===== src/rtl/xmem_rd_pkg.sv =====
`timescale 1ns/1ps
package xmem_rd_pkg;
    // Phase codes: T1..T6 are 1..6 so the one-hot decode is a plain index.
    typedef enum logic [2:0] {
        PH_IDLE = 3'd0,
        PH_T1   = 3'd1,
        PH_T2   = 3'd2,
        PH_T3   = 3'd3,
        PH_T4   = 3'd4,
        PH_T5   = 3'd5,
        PH_T6   = 3'd6,
        PH_WAIT = 3'd7
    } rd_phase_e;
endpackage


===== src/rtl/xmem_rd_len_sel.sv =====
`timescale 1ns/1ps
module xmem_rd_len_sel
    import xmem_rd_pkg::*;
#(
    parameter int LW = 2
) (
    input  rd_phase_e         phase,
    input  logic [LW-1:0]     cfg_t2,
    input  logic [LW-1:0]     cfg_t3,
    input  logic [LW-1:0]     cfg_t4,
    input  logic [LW-1:0]     cfg_t5,
    output logic [LW-1:0]     last_idx
);
    // Index of the final base period within the current phase.
    always_comb begin
        case (phase)
            PH_T2:   last_idx = cfg_t2;
            PH_T3:   last_idx = cfg_t3;
            PH_T4:   last_idx = cfg_t4;
            PH_T5:   last_idx = cfg_t5;
            default: last_idx = '0;
        endcase
    end
endmodule


===== src/rtl/xmem_rd_tm_cnt.sv =====
`timescale 1ns/1ps
module xmem_rd_tm_cnt #(
    parameter int CW = 8
) (
    input  logic          clk,
    input  logic          rst_n,
    input  logic          clr,
    input  logic          inc,
    output logic [CW-1:0] cnt
);
    logic [CW-1:0] cnt_d, cnt_q;

    always_comb begin
        cnt_d = cnt_q;
        if (clr)
            cnt_d = '0;
        else if (inc && (cnt_q != {CW{1'b1}}))
            cnt_d = cnt_q + 1'b1;
    end

    always_ff @(posedge clk or negedge rst_n) begin
        if (!rst_n) cnt_q <= '0;
        else        cnt_q <= cnt_d;
    end

    assign cnt = cnt_q;
endmodule


===== src/rtl/xmem_rd_seq.sv =====
`timescale 1ns/1ps
module xmem_rd_seq
    import xmem_rd_pkg::*;
#(
    parameter int DW = 16,
    parameter int LW = 2,
    parameter int CW = 8
) (
    input  logic          clk,
    input  logic          rst_n,
    input  logic          tick,
    input  logic          start,
    input  logic [LW-1:0] cfg_t2,
    input  logic [LW-1:0] cfg_t3,
    input  logic [LW-1:0] cfg_t4,
    input  logic [LW-1:0] cfg_t5,
    input  logic          wait_req,
    input  logic [DW-1:0] rd_data_i,
    output logic          rd_strobe_n,
    output logic          cap_pulse,
    output logic [DW-1:0] rd_data_o,
    output logic [5:0]    phase_oh,
    output logic          wait_act,
    output logic [CW-1:0] tm_count,
    output logic          busy,
    output logic          done
);
    localparam int NPH = 6;

    typedef struct packed {
        rd_phase_e     phase;
        logic [LW-1:0] pcnt;
        logic          armed;
        logic          strobe_n;
        logic          cap;
        logic          done;
        logic [DW-1:0] data;
    } seq_st_t;

    seq_st_t       st_d, st_q;
    logic [LW-1:0] last_idx;
    logic          tm_clr, tm_inc;

    xmem_rd_len_sel #(.LW(LW)) u_len (
        .phase    (st_q.phase),
        .cfg_t2   (cfg_t2),
        .cfg_t3   (cfg_t3),
        .cfg_t4   (cfg_t4),
        .cfg_t5   (cfg_t5),
        .last_idx (last_idx)
    );

    always_comb begin
        st_d      = st_q;
        st_d.cap  = 1'b0;
        st_d.done = 1'b0;
        if (st_q.phase == PH_IDLE) begin
            if (tick && st_q.armed) begin
                st_d.phase = PH_T1;
                st_d.armed = 1'b0;
                st_d.pcnt  = '0;
            end else if (start) begin
                st_d.armed = 1'b1;
            end
        end else if (tick) begin
            if (st_q.pcnt == last_idx) begin
                st_d.pcnt = '0;
                case (st_q.phase)
                    PH_T1:   st_d.phase = PH_T2;
                    PH_T2:   st_d.phase = PH_T3;
                    PH_T3:   st_d.phase = PH_T4;
                    PH_T4,
                    PH_WAIT: st_d.phase = wait_req ? PH_WAIT : PH_T5;
                    PH_T5: begin
                        st_d.phase = PH_T6;
                        st_d.cap   = 1'b1;
                        st_d.data  = rd_data_i;
                    end
                    PH_T6: begin
                        st_d.phase = PH_IDLE;
                        st_d.done  = 1'b1;
                    end
                    default: st_d.phase = PH_IDLE;
                endcase
            end else begin
                st_d.pcnt = st_q.pcnt + 1'b1;
            end
        end
        st_d.strobe_n = !(st_d.phase inside {PH_T4, PH_WAIT, PH_T5});
    end

    always_ff @(posedge clk or negedge rst_n) begin
        if (!rst_n) begin
            st_q          <= '0;
            st_q.strobe_n <= 1'b1;
        end else begin
            st_q <= st_d;
        end
    end

    // Base-period count: cleared leaving T1 and T6, advanced through the rest.
    assign tm_clr = tick && (st_q.phase inside {PH_T1, PH_T6});
    assign tm_inc = tick && (st_q.phase inside {PH_T2, PH_T3, PH_T4, PH_WAIT, PH_T5});

    xmem_rd_tm_cnt #(.CW(CW)) u_tm (
        .clk   (clk),
        .rst_n (rst_n),
        .clr   (tm_clr),
        .inc   (tm_inc),
        .cnt   (tm_count)
    );

    for (genvar i = 0; i < NPH; i++) begin : g_oh
        assign phase_oh[i] = (st_q.phase == rd_phase_e'(3'(i + 1)));
    end

    assign wait_act    = (st_q.phase == PH_WAIT);
    assign rd_strobe_n = st_q.strobe_n;
    assign cap_pulse   = st_q.cap;
    assign rd_data_o   = st_q.data;
    assign done        = st_q.done;
    assign busy        = st_q.armed || (st_q.phase != PH_IDLE);
endmodule


===== config.mk =====
export PLATFORM = sky130hd
export DESIGN_NAME = xmem_rd_seq
export DESIGN_NICKNAME = d
export VERILOG_FILES = /design/src/rtl/xmem_rd_pkg.sv /design/src/rtl/xmem_rd_len_sel.sv /design/src/rtl/xmem_rd_tm_cnt.sv /design/src/rtl/xmem_rd_seq.sv
export SDC_FILE = /design/constraint.sdc
export NUM_CORES = 1
export LEC_CHECK = 0
export BUFFER_PORTS_ARGS = -buffer_cell sky130_fd_sc_hd__buf_2
export CAP_MARGIN = 20
export CORE_UTILIZATION = 45
export CTS_BUF_LIST = sky130_fd_sc_hd__clkbuf_8
export DETAILED_ROUTE_END_ITERATION = 12
export PLACE_DENSITY_LB_ADDON = 0.1
export RECOVER_POWER = 100
export SKIP_CTS_REPAIR_TIMING = 1
export SLEW_MARGIN = 20
export SYNTH_ARGS = -nofsm -noshare
export SYNTH_HDL_FRONTEND = slang
export SYNTH_SLANG_ARGS = --single-unit

===== constraint.sdc =====
create_clock -name clk -period 4.15 [get_ports clk]
set_clock_uncertainty 0.2 [all_clocks]
set_input_delay 0.83 -clock clk [delete_from_list [all_inputs] [get_ports clk]]
set_output_delay 0.83 -clock clk [all_outputs]
set_load 0.01 [all_outputs]

==> results.json <==
{
  "final_hold_viol_count": 0,
  "diodes": 0,
  "clk_latency_ns": 0.28,
  "grt_pass1_vias": 1296,
  "grt_max_degree": 34,
  "synthCells": 167,
  "dp_hpwl_um": 2620,
  "rsz0062_at_grt": "no",
  "critPathMaxFanout": 17,
  "maxCapViolations": 1,
  "final_nets": 248,
  "fill_cells": 384,
  "port_buffers": 63,
  "synthAdderAreaFrac_pct": 1.36,
  "final_util_pct": 55.5,
  "yosys-top-cells-count": "dfrtp_1 (32), buf_4 (16), nor2_1 (13), nand2_1 (11), mux2_2 (10)",
  "place_congestion": 0.833,
  "holdCritPathClass": "reg -> reg",
  "ys_seq_area_share_pct": 45.1,
  "path_class": "reg -> reg",
  "boundaryPins": 64,
  "cts_max_level": 2,
  "report.final.slew_viol_count": 34,
  "synth_cell_types": 41,
  "synth-xor-area-share_pct": 3.68,
  "drt_iter0_markers": 58,
  "ys_seq_elements": 33,
  "critical_path_arrival_ns": 3.06,
  "grtUsageTotal_pct": 18.2,
  "status": "finished, violations left",
  "wl_per_cell_um": 13.3,
  "cts-root-buf": "clkbuf_8",
  "synth_compound_area_share_pct": 8.32,
  "worstPathRequired_ns": 4.11,
  "path_clk_slew_ns": 0.07,
  "failed_checks": "capacitance limit, slew limit",
  "synth_area_per_cell_um2": 11.0,
  "total_power_w": 0.00155,
  "drtPass1Iterations": 4,
  "setup_violations": 0,
  "start_util_pct": 48.6,
  "setup_tns_ns": 0,
  "ff_latch_area_um2": 827,
  "fp-row-count": 22,
  "post-synth-top-count-cell": "dfrtp_1",
  "ctsLongestPathBuffers": 2,
  "synth.area.top_cells": "dfrtp_1 (44%), mux2_4 (7.4%), buf_4 (6.5%), mux2_2 (6.1%), mux2i_1 (2.7%)",
  "p_leak_nw": 0.927,
  "synthSimpleGateAreaFrac_pct": 16.1,
  "viasPerCell": 5.13,
  "period_share_pct": 74.7,
  "ys.flop_type": "dfrtp_1",
  "synth_nets": 198,
  "synth_edf_count": 0,
  "ys_async_sr_fraction_pct": 100,
  "antenna_found_initial": 0,
  "cts_buffers": 5,
  "r2r_slack_ns": 1.05,
  "ir_drop_uv": 320,
  "overflow": 0,
  "area_growth_pct": 14.2,
  "cts.sinks": 33,
  "grt_pass1_wl_um": 5990,
  "end_kind": "flip-flop",
  "dieArea_mm2": 0.00434,
  "fmax_mhz": 323,
  "fp.dieH_um": 65.8,
  "synth_top_area_share_pct": 43.7,
  "synth_largest_area_cell": "dfrtp_1",
  "period_needed_ns": 3.10,
  "drive_gt1_share_pct": 22.9,
  "vias": 1364,
  "synth_area_mm2": 0.00183,
  "antenna_left": 0,
  "multiInputGateArea_um2": 797,
  "tritoncts": "built",
  "cp-start-kind": "flip-flop",
  "max_slew.worst_pin.slew_ns": 1.73,
  "relSlewSlack_pct": -15.1,
  "synthMuxAreaShare_pct": 16.2,
  "wirelength_um": 3540,
  "drc": 0,
  "coreArea_mm2": 0.00377,
  "synth_top_family_by_area": "multiplexers",
  "yosys_warnings": 0,
  "p_per_area_mw_per_mm2": 738,
  "dieWidth_um": 65.8
}
-- layer usage --
layer / vias to the layer above / global-route usage [%] / part of all wire, %
met1: 642 / 24.1 / 46
met5: - / 0 / 0
met4: 0 / 5.71 / 1.0
met3: 5 / 4.31 / 6.6
met2: 44 / 29.2 / 46
li1: 673 / - / -
-- registers in the layout, indices dropped and copies added, names as in the netlist --
register and flops:
cap_pulse 1, done 1, rd_data_o 16, rd_strobe_n 1, st_q 6, u_tm.cnt 8
-- critical path: stages (launching register included) --
cell and delay (ns):
dfrtp_1 0.57, inv_1 0.11, ha_1 0.33, or3b_1 0.38
o32ai_1 0.19, xor2_1 0.55, nor4b_4 0.08, buf_4 0.22
mux2_1 0.34
-- power by group --
group          total [W]  internal, W  switching, W
clock           0.000308     0.000193      0.000114
combinational   0.000648     0.000293      0.000354
sequential      0.000591     0.000455      0.000136
-- kinds of logic (layout without fill, tap and decap cells) --
group,after synthesis,after routing
buffers and inverters,25,76
muxes,24,24
AOI/OAI and AO/OA,23,23
xor gates and xnor gates,6,6
adders and majority gates,2,2
and+or+nand+nor,54,54
DFF,33,33
-- placed cells by master (no fill, tap or decap), drive strengths merged, types with 3 or more instances in the layout --
master	netlist	routed
dfrtp	32	32
or3	4	4
mux2i	5	5
buf	18	29
a21oi	6	6
clkbuf	3	41
nand2	11	11
and2	3	3
xnor2	3	3
xor2	3	3
nor2	13	13
o21ai	5	5
nor4	3	3
nand2b	3	3
inv	3	4
nand3	3	3
nor3	4	4
mux2	19	19
-- worst paths after layout --
path | from | cells after the start | to
hold reg to reg | rd_data_o[4]$_DFFE_PN0P_ | 1 | rd_data_o[4]$_DFFE_PN0P_
min in group asynchronous | rst_n | 1 | done$_DFF_PN0_
setup reg to reg | st_q[24]$_DFF_PN0_ | 8 | rd_data_o[6]$_DFFE_PN0P_
setup / recovery | st_q[24]$_DFF_PN0_ | 8 | rd_data_o[6]$_DFFE_PN0P_
max in group asynchronous | rst_n | 1 | u_tm.cnt[0]$_DFFE_PN0P_
hold / removal | rd_data_o[4]$_DFFE_PN0P_ | 1 | rd_data_o[4]$_DFFE_PN0P_
-- through the flow --
stage               std cells  instance area [µm²]  hold slack [ns]  setup WS (ns)
finish                    266                 2090            0.290           1.05
global route              266                 2090            0.305          0.864
CTS                       266                 2180            0.312           1.02
detailed placement        258                 2060            0.295           1.04
global placement          258                 2060            0.288           1.18
floorplan                 167                 1830            0.282           1.04
-- cell type report --
| type | instances | share of cell area (%) |
|---|---|---|
| sequential | 33 | 39.5 |
| clock buffer | 6 | 3.94 |
| multi-input combinational | 109 | 38.1 |
| inverter | 4 | 0.717 |
| tap | 48 | 2.87 |
| clock inverter | 2 | 1.61 |
| timing repair buffer | 64 | 13.3 |
Note: power is estimated with default switching activity, not from simulation.
